### src/rtl/hint_repl_pkg.sv
package hint_repl_pkg;

    typedef enum logic [1:0] {
        HINT_NONE  = 2'b00,
        HINT_KEEP  = 2'b01,
        HINT_EVICT = 2'b10,
        HINT_RSVD  = 2'b11
    } hint_e;

    typedef struct packed {
        logic keep;
        logic evict;
    } mark_t;

    // Translate a raw hint into the stored per-line mark
    function automatic mark_t hint_to_mark(logic [1:0] raw);
        mark_t m;
        m = '0;
        case (hint_e'(raw))
            HINT_KEEP:  m.keep  = 1'b1;
            HINT_EVICT: m.evict = 1'b1;
            default:    m = '0;
        endcase
        return m;
    endfunction

    // True when the hint carries information that overwrites a mark on a hit
    function automatic logic hint_is_active(logic [1:0] raw);
        return (hint_e'(raw) == HINT_KEEP) || (hint_e'(raw) == HINT_EVICT);
    endfunction

endpackage

### src/rtl/hr_victim_sel.sv
module hr_victim_sel #(
    parameter int WAYS  = 4,
    parameter int WAY_W = $clog2(WAYS)
) (
    input  logic [WAYS-1:0]             line_valid,
    input  logic [WAYS-1:0]             line_keep,
    input  logic [WAYS-1:0]             line_evict,
    input  logic [WAYS-1:0][WAY_W-1:0]  line_age,
    output logic [WAY_W-1:0]            victim
);

    logic [WAYS-1:0]  empty;
    logic [WAYS-1:0]  plain;
    logic [WAYS-1:0]  cand;
    logic [WAY_W-1:0] first_empty;
    logic [WAY_W-1:0] oldest;
    logic [WAY_W-1:0] best_age;
    logic             found;

    assign empty = ~line_valid;
    assign plain = ~line_keep & ~line_evict;

    // Candidate mask by priority: evict-marked, then unmarked, then all
    always_comb begin
        if (|line_evict)      cand = line_evict;
        else if (|plain)      cand = plain;
        else                  cand = '1;
    end

    // Lowest-numbered empty way
    always_comb begin
        first_empty = '0;
        for (int w = WAYS - 1; w >= 0; w--) begin
            if (empty[w]) first_empty = WAY_W'(w);
        end
    end

    // Oldest way among the candidates (ages are a permutation)
    always_comb begin
        oldest   = '0;
        best_age = '0;
        found    = 1'b0;
        for (int w = 0; w < WAYS; w++) begin
            if (cand[w] && (!found || line_age[w] > best_age)) begin
                oldest   = WAY_W'(w);
                best_age = line_age[w];
                found    = 1'b1;
            end
        end
    end

    assign victim = (|empty) ? first_empty : oldest;

endmodule

### src/rtl/hr_age_update.sv
module hr_age_update #(
    parameter int WAYS  = 4,
    parameter int WAY_W = $clog2(WAYS)
) (
    input  logic [WAYS-1:0][WAY_W-1:0] age_in,
    input  logic [WAY_W-1:0]           touch,
    output logic [WAYS-1:0][WAY_W-1:0] age_out
);

    logic [WAY_W-1:0] touch_age;

    assign touch_age = age_in[touch];

    for (genvar w = 0; w < WAYS; w++) begin : g_way
        always_comb begin
            if (WAY_W'(w) == touch)          age_out[w] = '0;
            else if (age_in[w] < touch_age)  age_out[w] = age_in[w] + 1'b1;
            else                             age_out[w] = age_in[w];
        end
    end

endmodule

### src/rtl/hr_decay.sv
module hr_decay #(
    parameter int CNT_W = 4
) (
    input  logic [CNT_W-1:0] cnt_in,
    input  logic [CNT_W-1:0] limit,
    input  logic             miss,
    output logic [CNT_W-1:0] cnt_out,
    output logic             fire
);

    localparam logic [CNT_W-1:0] CNT_MAX = '1;

    logic [CNT_W:0] bumped;

    assign bumped = {1'b0, cnt_in} + 1'b1;
    assign fire   = miss && (limit != '0) && (bumped >= {1'b0, limit});

    always_comb begin
        if (fire)                         cnt_out = '0;
        else if (miss && cnt_in != CNT_MAX) cnt_out = bumped[CNT_W-1:0];
        else                              cnt_out = cnt_in;
    end

endmodule

### src/rtl/hint_repl.sv
module hint_repl
    import hint_repl_pkg::*;
#(
    parameter int WAYS    = 4,
    parameter int SETS    = 64,
    parameter int DECAY_W = 4,
    localparam int WAY_W  = $clog2(WAYS),
    localparam int SET_W  = $clog2(SETS)
) (
    input  logic               clk,
    input  logic               rst,
    input  logic               req_valid,
    input  logic [SET_W-1:0]   req_set,
    input  logic               req_hit,
    input  logic [WAY_W-1:0]   req_way,
    input  logic [1:0]         req_hint,
    input  logic [DECAY_W-1:0] decay_limit,
    output logic               vic_valid,
    output logic [WAY_W-1:0]   vic_way
);

    // Replacement state, one entry per set
    logic [WAYS-1:0]             valid_q [SETS];
    logic [WAYS-1:0]             keep_q  [SETS];
    logic [WAYS-1:0]             evict_q [SETS];
    logic [WAYS-1:0][WAY_W-1:0]  age_q   [SETS];
    logic [DECAY_W-1:0]          dcnt_q  [SETS];

    logic                        vic_valid_q;
    logic [WAY_W-1:0]            vic_way_q;

    logic [WAYS-1:0]             cur_valid, cur_keep, cur_evict;
    logic [WAYS-1:0][WAY_W-1:0]  cur_age, nxt_age;
    logic [DECAY_W-1:0]          cur_cnt, nxt_cnt;
    logic [WAYS-1:0]             nxt_keep, nxt_evict;
    logic                        is_miss;
    logic                        decay_fire;
    logic [WAY_W-1:0]            sel_way;
    logic [WAY_W-1:0]            touch;
    mark_t                       req_mark;

    assign cur_valid = valid_q[req_set];
    assign cur_keep  = keep_q[req_set];
    assign cur_evict = evict_q[req_set];
    assign cur_age   = age_q[req_set];
    assign cur_cnt   = dcnt_q[req_set];

    assign is_miss  = req_valid && !req_hit;
    assign touch    = is_miss ? sel_way : req_way;
    assign req_mark = hint_to_mark(req_hint);

    hr_victim_sel #(.WAYS(WAYS), .WAY_W(WAY_W)) u_sel (
        .line_valid (cur_valid),
        .line_keep  (cur_keep),
        .line_evict (cur_evict),
        .line_age   (cur_age),
        .victim     (sel_way)
    );

    hr_age_update #(.WAYS(WAYS), .WAY_W(WAY_W)) u_age (
        .age_in  (cur_age),
        .touch   (touch),
        .age_out (nxt_age)
    );

    hr_decay #(.CNT_W(DECAY_W)) u_decay (
        .cnt_in  (cur_cnt),
        .limit   (decay_limit),
        .miss    (is_miss),
        .cnt_out (nxt_cnt),
        .fire    (decay_fire)
    );

    // Marks: decay clears keep first, then the touched line takes its hint
    always_comb begin
        nxt_keep  = decay_fire ? '0 : cur_keep;
        nxt_evict = cur_evict;
        if (is_miss || hint_is_active(req_hint)) begin
            nxt_keep[touch]  = req_mark.keep;
            nxt_evict[touch] = req_mark.evict;
        end
    end

    always_ff @(posedge clk) begin
        if (rst) begin
            for (int s = 0; s < SETS; s++) begin
                valid_q[s] <= '0;
                keep_q[s]  <= '0;
                evict_q[s] <= '0;
                dcnt_q[s]  <= '0;
                for (int w = 0; w < WAYS; w++) begin
                    age_q[s][w] <= WAY_W'(w);
                end
            end
            vic_valid_q <= 1'b0;
            vic_way_q   <= '0;
        end else begin
            vic_valid_q <= is_miss;
            if (is_miss) vic_way_q <= sel_way;
            if (req_valid) begin
                age_q[req_set]   <= nxt_age;
                keep_q[req_set]  <= nxt_keep;
                evict_q[req_set] <= nxt_evict;
                dcnt_q[req_set]  <= nxt_cnt;
                if (is_miss) valid_q[req_set][touch] <= 1'b1;
            end
        end
    end

    assign vic_valid = vic_valid_q;
    assign vic_way   = vic_way_q;

    AST_MISS_YIELDS_VICTIM: assert property (@(posedge clk) disable iff (rst)
        is_miss |=> vic_valid);
    AST_VICTIM_NEEDS_MISS: assert property (@(posedge clk) disable iff (rst)
        vic_valid |-> $past(req_valid && !req_hit));
    AST_EMPTY_FIRST: assert property (@(posedge clk) disable iff (rst)
        (is_miss && !(&cur_valid)) |-> !cur_valid[sel_way]);
    AST_EVICT_FIRST: assert property (@(posedge clk) disable iff (rst)
        (is_miss && (&cur_valid) && (|cur_evict)) |-> cur_evict[sel_way]);
    AST_KEEP_SPARED: assert property (@(posedge clk) disable iff (rst)
        (is_miss && (&cur_valid) && !(|cur_evict) && !(&cur_keep)) |-> !cur_keep[sel_way]);

endmodule

### config.mk
export PLATFORM = sky130hd
export DESIGN_NAME = hint_repl
export DESIGN_NICKNAME = d
export VERILOG_FILES = /design/src/rtl/hint_repl_pkg.sv /design/src/rtl/hr_victim_sel.sv /design/src/rtl/hr_age_update.sv /design/src/rtl/hr_decay.sv /design/src/rtl/hint_repl.sv
export SDC_FILE = /design/constraint.sdc
export NUM_CORES = 2
export LEC_CHECK = 0
export BUFFER_PORTS_ARGS = -buffer_cell sky130_fd_sc_hd__buf_2
export CORE_ASPECT_RATIO = 2
export CORE_MARGIN = 4
export CORE_UTILIZATION = 45
export CTS_BUF_LIST = sky130_fd_sc_hd__clkbuf_8
export CTS_CLUSTER_DIAMETER = 40
export CTS_CLUSTER_SIZE = 16
export DETAILED_ROUTE_END_ITERATION = 10
export HOLD_SLACK_MARGIN = 0.03
export MAX_ROUTING_LAYER = met4
export PLACE_DENSITY_LB_ADDON = 0.12
export SYNTH_ARGS = -nofsm -noshare
export SYNTH_HDL_FRONTEND = slang
export SYNTH_SLANG_ARGS = --single-unit
export TNS_END_PERCENT = 10
### constraint.sdc
create_clock -name clk -period 12.2 [get_ports clk]
set_input_delay 2.44 -clock clk [delete_from_list [all_inputs] [get_ports clk]]
set_output_delay 2.44 -clock clk [all_outputs]
set_load 0.1 [all_outputs]
==> metrics.md <==
| Metric | Value |
|---|---|
| Status | `completed` |
| Total gr overflow | `0` |
| Ratio of cells with drive above 1 in the final layout | `17.0%` |
| Reg2Reg Depth | `36` |
| Register area share after synthesis | `around 64%` |
| Post-route DRC | `0` |
| Avg WL per Cell | `roughly 36 um` |
| FILL cells | `about 13000` |
| Top fanout value on the critical path | `32` |
| Setup_tns | `0 ps` |
| Most frequent cells after synthesis | `1280 x edfxtp_1, 1028 x nor2_1, 367 x nand2_1` |
| Finish-stage setup viols | `0` |
| Area growth syn-to-layout | `11.8%` |
| Peak supply drop | `about 0.08 mV` |
| Core box area | `between 100000 and 150000 um2` |
| Pwr per Cell Area | `147 nW/um2` |
| Most common cell in the netlist | `edfxtp_1` |
| Hold path depth | `2` |
| Hold WC Path Type | `reg2reg` |
| Worst skew pair latency | `930 ps` |
| CTS Buffer Depth | `4` |
| Initial Util | `45.2%` |
| Share of the synthesized area in the top cell type | `~57%` |
| TritonRoute pass-1 iters | `6` |
| Worst setup margin | `around 830 ps` |
| Multi-input gate area | `a little over 20000 um2` |
| GP Congestion | `between 1 and 1.5` |
| CTS sink count | `approximately 1500` |
| Initial antenna violation count | `19` |
| Pleak | `roughly 25 nW` |
| Critical path's largest stage delay | `approximately 570 ps` |
| Final Cycle Share | `93.2%` |
| Detail Route Antenna Nets | `0` |
| First-pass GRT wire length | `388 mm` |
| Total CTS buffers | `145` |
| CP Buf/Inv Count | `7` |
| Clk slew on worst S/H paths | `100 ps` |
| Unrepaired setup endpoints after global routing | `no` |
| Top Ports | `21` |
| Post-route design area | `75600 um2` |
| Critical-path top delay cell | `or4_1` |
| Mean Syn Cell Area | `12.1 um2` |
| Post-Place Cell Area | `roughly 73000 um2` |
| Largest net degree at the start of global routing | `71` |
| Max-Cap Viols | `0` |
| Least-Margin Pin Slew | `roughly 1300 ps` |
| Resized Gates After CTS | `0` |
| F_max | `0.0880 GHz` |
| Slew HR | `9.78%` |
| Post-CTS Repair Setup Buffers | `0` |
| Die width | `approximately 280 um` |
| Final worst path period need | `~11000 ps` |
| Worst Path Required | `between 10000 and 15000 ps` |
| Post-synth EDFFs | `roughly 1300` |
| Drt via density | `6.43` |
| CTS tree | `yes` |
| Syn Nets | `roughly 5600` |
| Ys async rst share | `0%` |
| Initial DRC Count | `~6000` |
| DRT Wirelength | `approximately 280 mm` |
| Core Rows | `roughly 200` |
| Most area-hungry cell type in the Yosys netlist | `edfxtp_1` |
| Synth unique cells | `87` |
| Most Frequent Cell on Critical Path | `a21oi_1` |
| Synth Warn # | `0` |
| DP Worst Slack | `roughly 160 ps` |
| GR Util All Layers | `~37%` |
| Vias in the first global route | `49500` |
| Nets | `5778` |
| H-tree depth | `4` |
| Yosys reg bits | `between 1500 and 2000` |
| Register area | `approximately 44000 um2` |
| Final hold vios | `0` |
| WS Path Type | `in2reg` |
| Top FF cell, synth | `edfxtp_1` |
| CP top delay family | `compound AO/OA/AOI/OAI gates` |
| Critical path arrival | `about 12000 ps` |
| Worst Skew | `between 80 and 90 ps` |
| Syn Inst Count | `around 5600` |
| Hold-fix buffers, CTS | `0` |
| CP Capture Type | `register` |
| Worst path depth | `38` |
| Vias post-DR | `between 40000 and 50000` |
| Cell Area, Synth | `between 60000 and 70000 um2` |
| Die Ht | `between 500 and 600 um` |
| Final Slew Violations | `0` |
| Die ar. | `157000 um2` |
| Startpoint class of the critical path | `primary input` |
| Hpwl dp | `between 150 and 200 mm` |
| Most area-consuming cells after synthesis | `edfxtp_1 57%, dfxtp_1 7.7%, nor2_1 5.7%` |
| Root Driver | `clkbuf_8` |
| Buffers added on ports | `20` |
## where the power goes
part	switching, mW	internal [mW]
clock	1.93	1.39
combinational	1.40	0.549
sequential	0.0382	5.80
total	3.37	7.74
## cells by family after synthesis
| group | after synthesis | share of synthesized area [%] |
|---|---|---|
| fa+ha+maj | 17 | 0.314 |
| buf+inv | 781 | 5.31 |
| mux | 382 | 7.40 |
| flops | 1539 | 64.5 |
| simple gates | 1631 | 10.1 |
| compound gates | 1226 | 12.3 |
| xor+xnor | 9 | 0.117 |
## worst register-to-register path, delay by kind of cell (launching register included)
kind / cells / cell delay, ps
AND/OR/NAND/NOR: 5 / 1420
AO/OA/AOI/OAI: 19 / 3780
adder cells (fa/ha/maj): 4 / 1200
flip-flops: 1 / 380
multiplexers: 3 / 1170
buffers and inverters: 5 / 1060
## stage by stage
stage / hold slack (ps) / power, mW / instances / utilization [%]
2_1_floorplan: 449 / 6.88 / 5585 / -
3_3_place_gp: 455 / 7.86 / 7524 / 48.6
3_5_place_dp: 461 / 7.87 / 7524 / 48.6
4_1_cts: 476 / 11.1 / 7762 / 50.5
5_1_grt: 492 / 11.4 / 7770 / 50.5
6_report: 473 / 11.1 / 7771 / 50.5
## registers in the layout (all words and copies together) (netlist names)
signal     flops
age_q        512
dcnt_q       256
evict_q      256
keep_q       256
valid_q      256
vic_valid      1
vic_way        2
## cells in the final DEF, fill, tap and decap left out, types with 8 or more instances in the layout
cell type,instances
o221ai_1,16
nor2_1,1024
clkinv_4,10
clkinv_2,9
nor3_1,13
mux4_2,85
diode_2,9
a22oi_1,197
bufinv_16,9
and3_1,9
a222oi_1,18
dfxtp_1,259
a221o_1,15
edfxtp_1,1280
nand2b_1,68
clkinv_1,17
a31oi_1,28
ha_1,17
inv_8,12
o21ai_1,128
nor3_4,9
o21ai_0,75
a22o_1,37
a21oi_2,32
mux2_2,63
a221oi_1,125
clkbuf_8,151
mux2i_4,8
mux2i_1,222
buf_4,416
o211ai_1,12
o22ai_1,302
a21oi_1,188
inv_1,286
nand4_1,16
nand3_1,40
and2_1,9
nand2_1,363
buf_12,83
buf_2,16
## worst paths after layout
check	slack (ps)	endpoint	startpoint
hold reg to reg	470	valid_q[40][1]	valid_q[40][1]
hold / removal	470	valid_q[40][1]	valid_q[40][1]
setup / recovery	830	age_q[63][2]	req_set[0]
setup reg to reg	2840	age_q[63][2]	evict_q[11][1]
## routing by layer
| metal | part of all wire [%] | wire length, um | vias to the layer above | GRT usage (%) |
|---|---|---|---|---|
| li1 | - | - | 20800 | - |
| met1 | 33 | 93400 | 25400 | 39.8 |
| met2 | 49 | 137000 | 2813 | 59.7 |
| met3 | 7.7 | 21500 | 892 | 5.14 |
| met4 | 10 | 29200 | 0 | 28.9 |
| met5 | 0 | 0 | - | - |
## area by class of cell
cell class                 count  share of cell area, %
sequential                  1539                   57.7
multi-input combinational   3265                   27.4
timing repair buffer         519                   6.51
tap                         1928                   3.19
clock buffer                 151                   2.75
inverter                     273                   1.35
clock inverter                87                   1.06
antenna                        9                 0.0298
(Power assumes the default switching activity.)
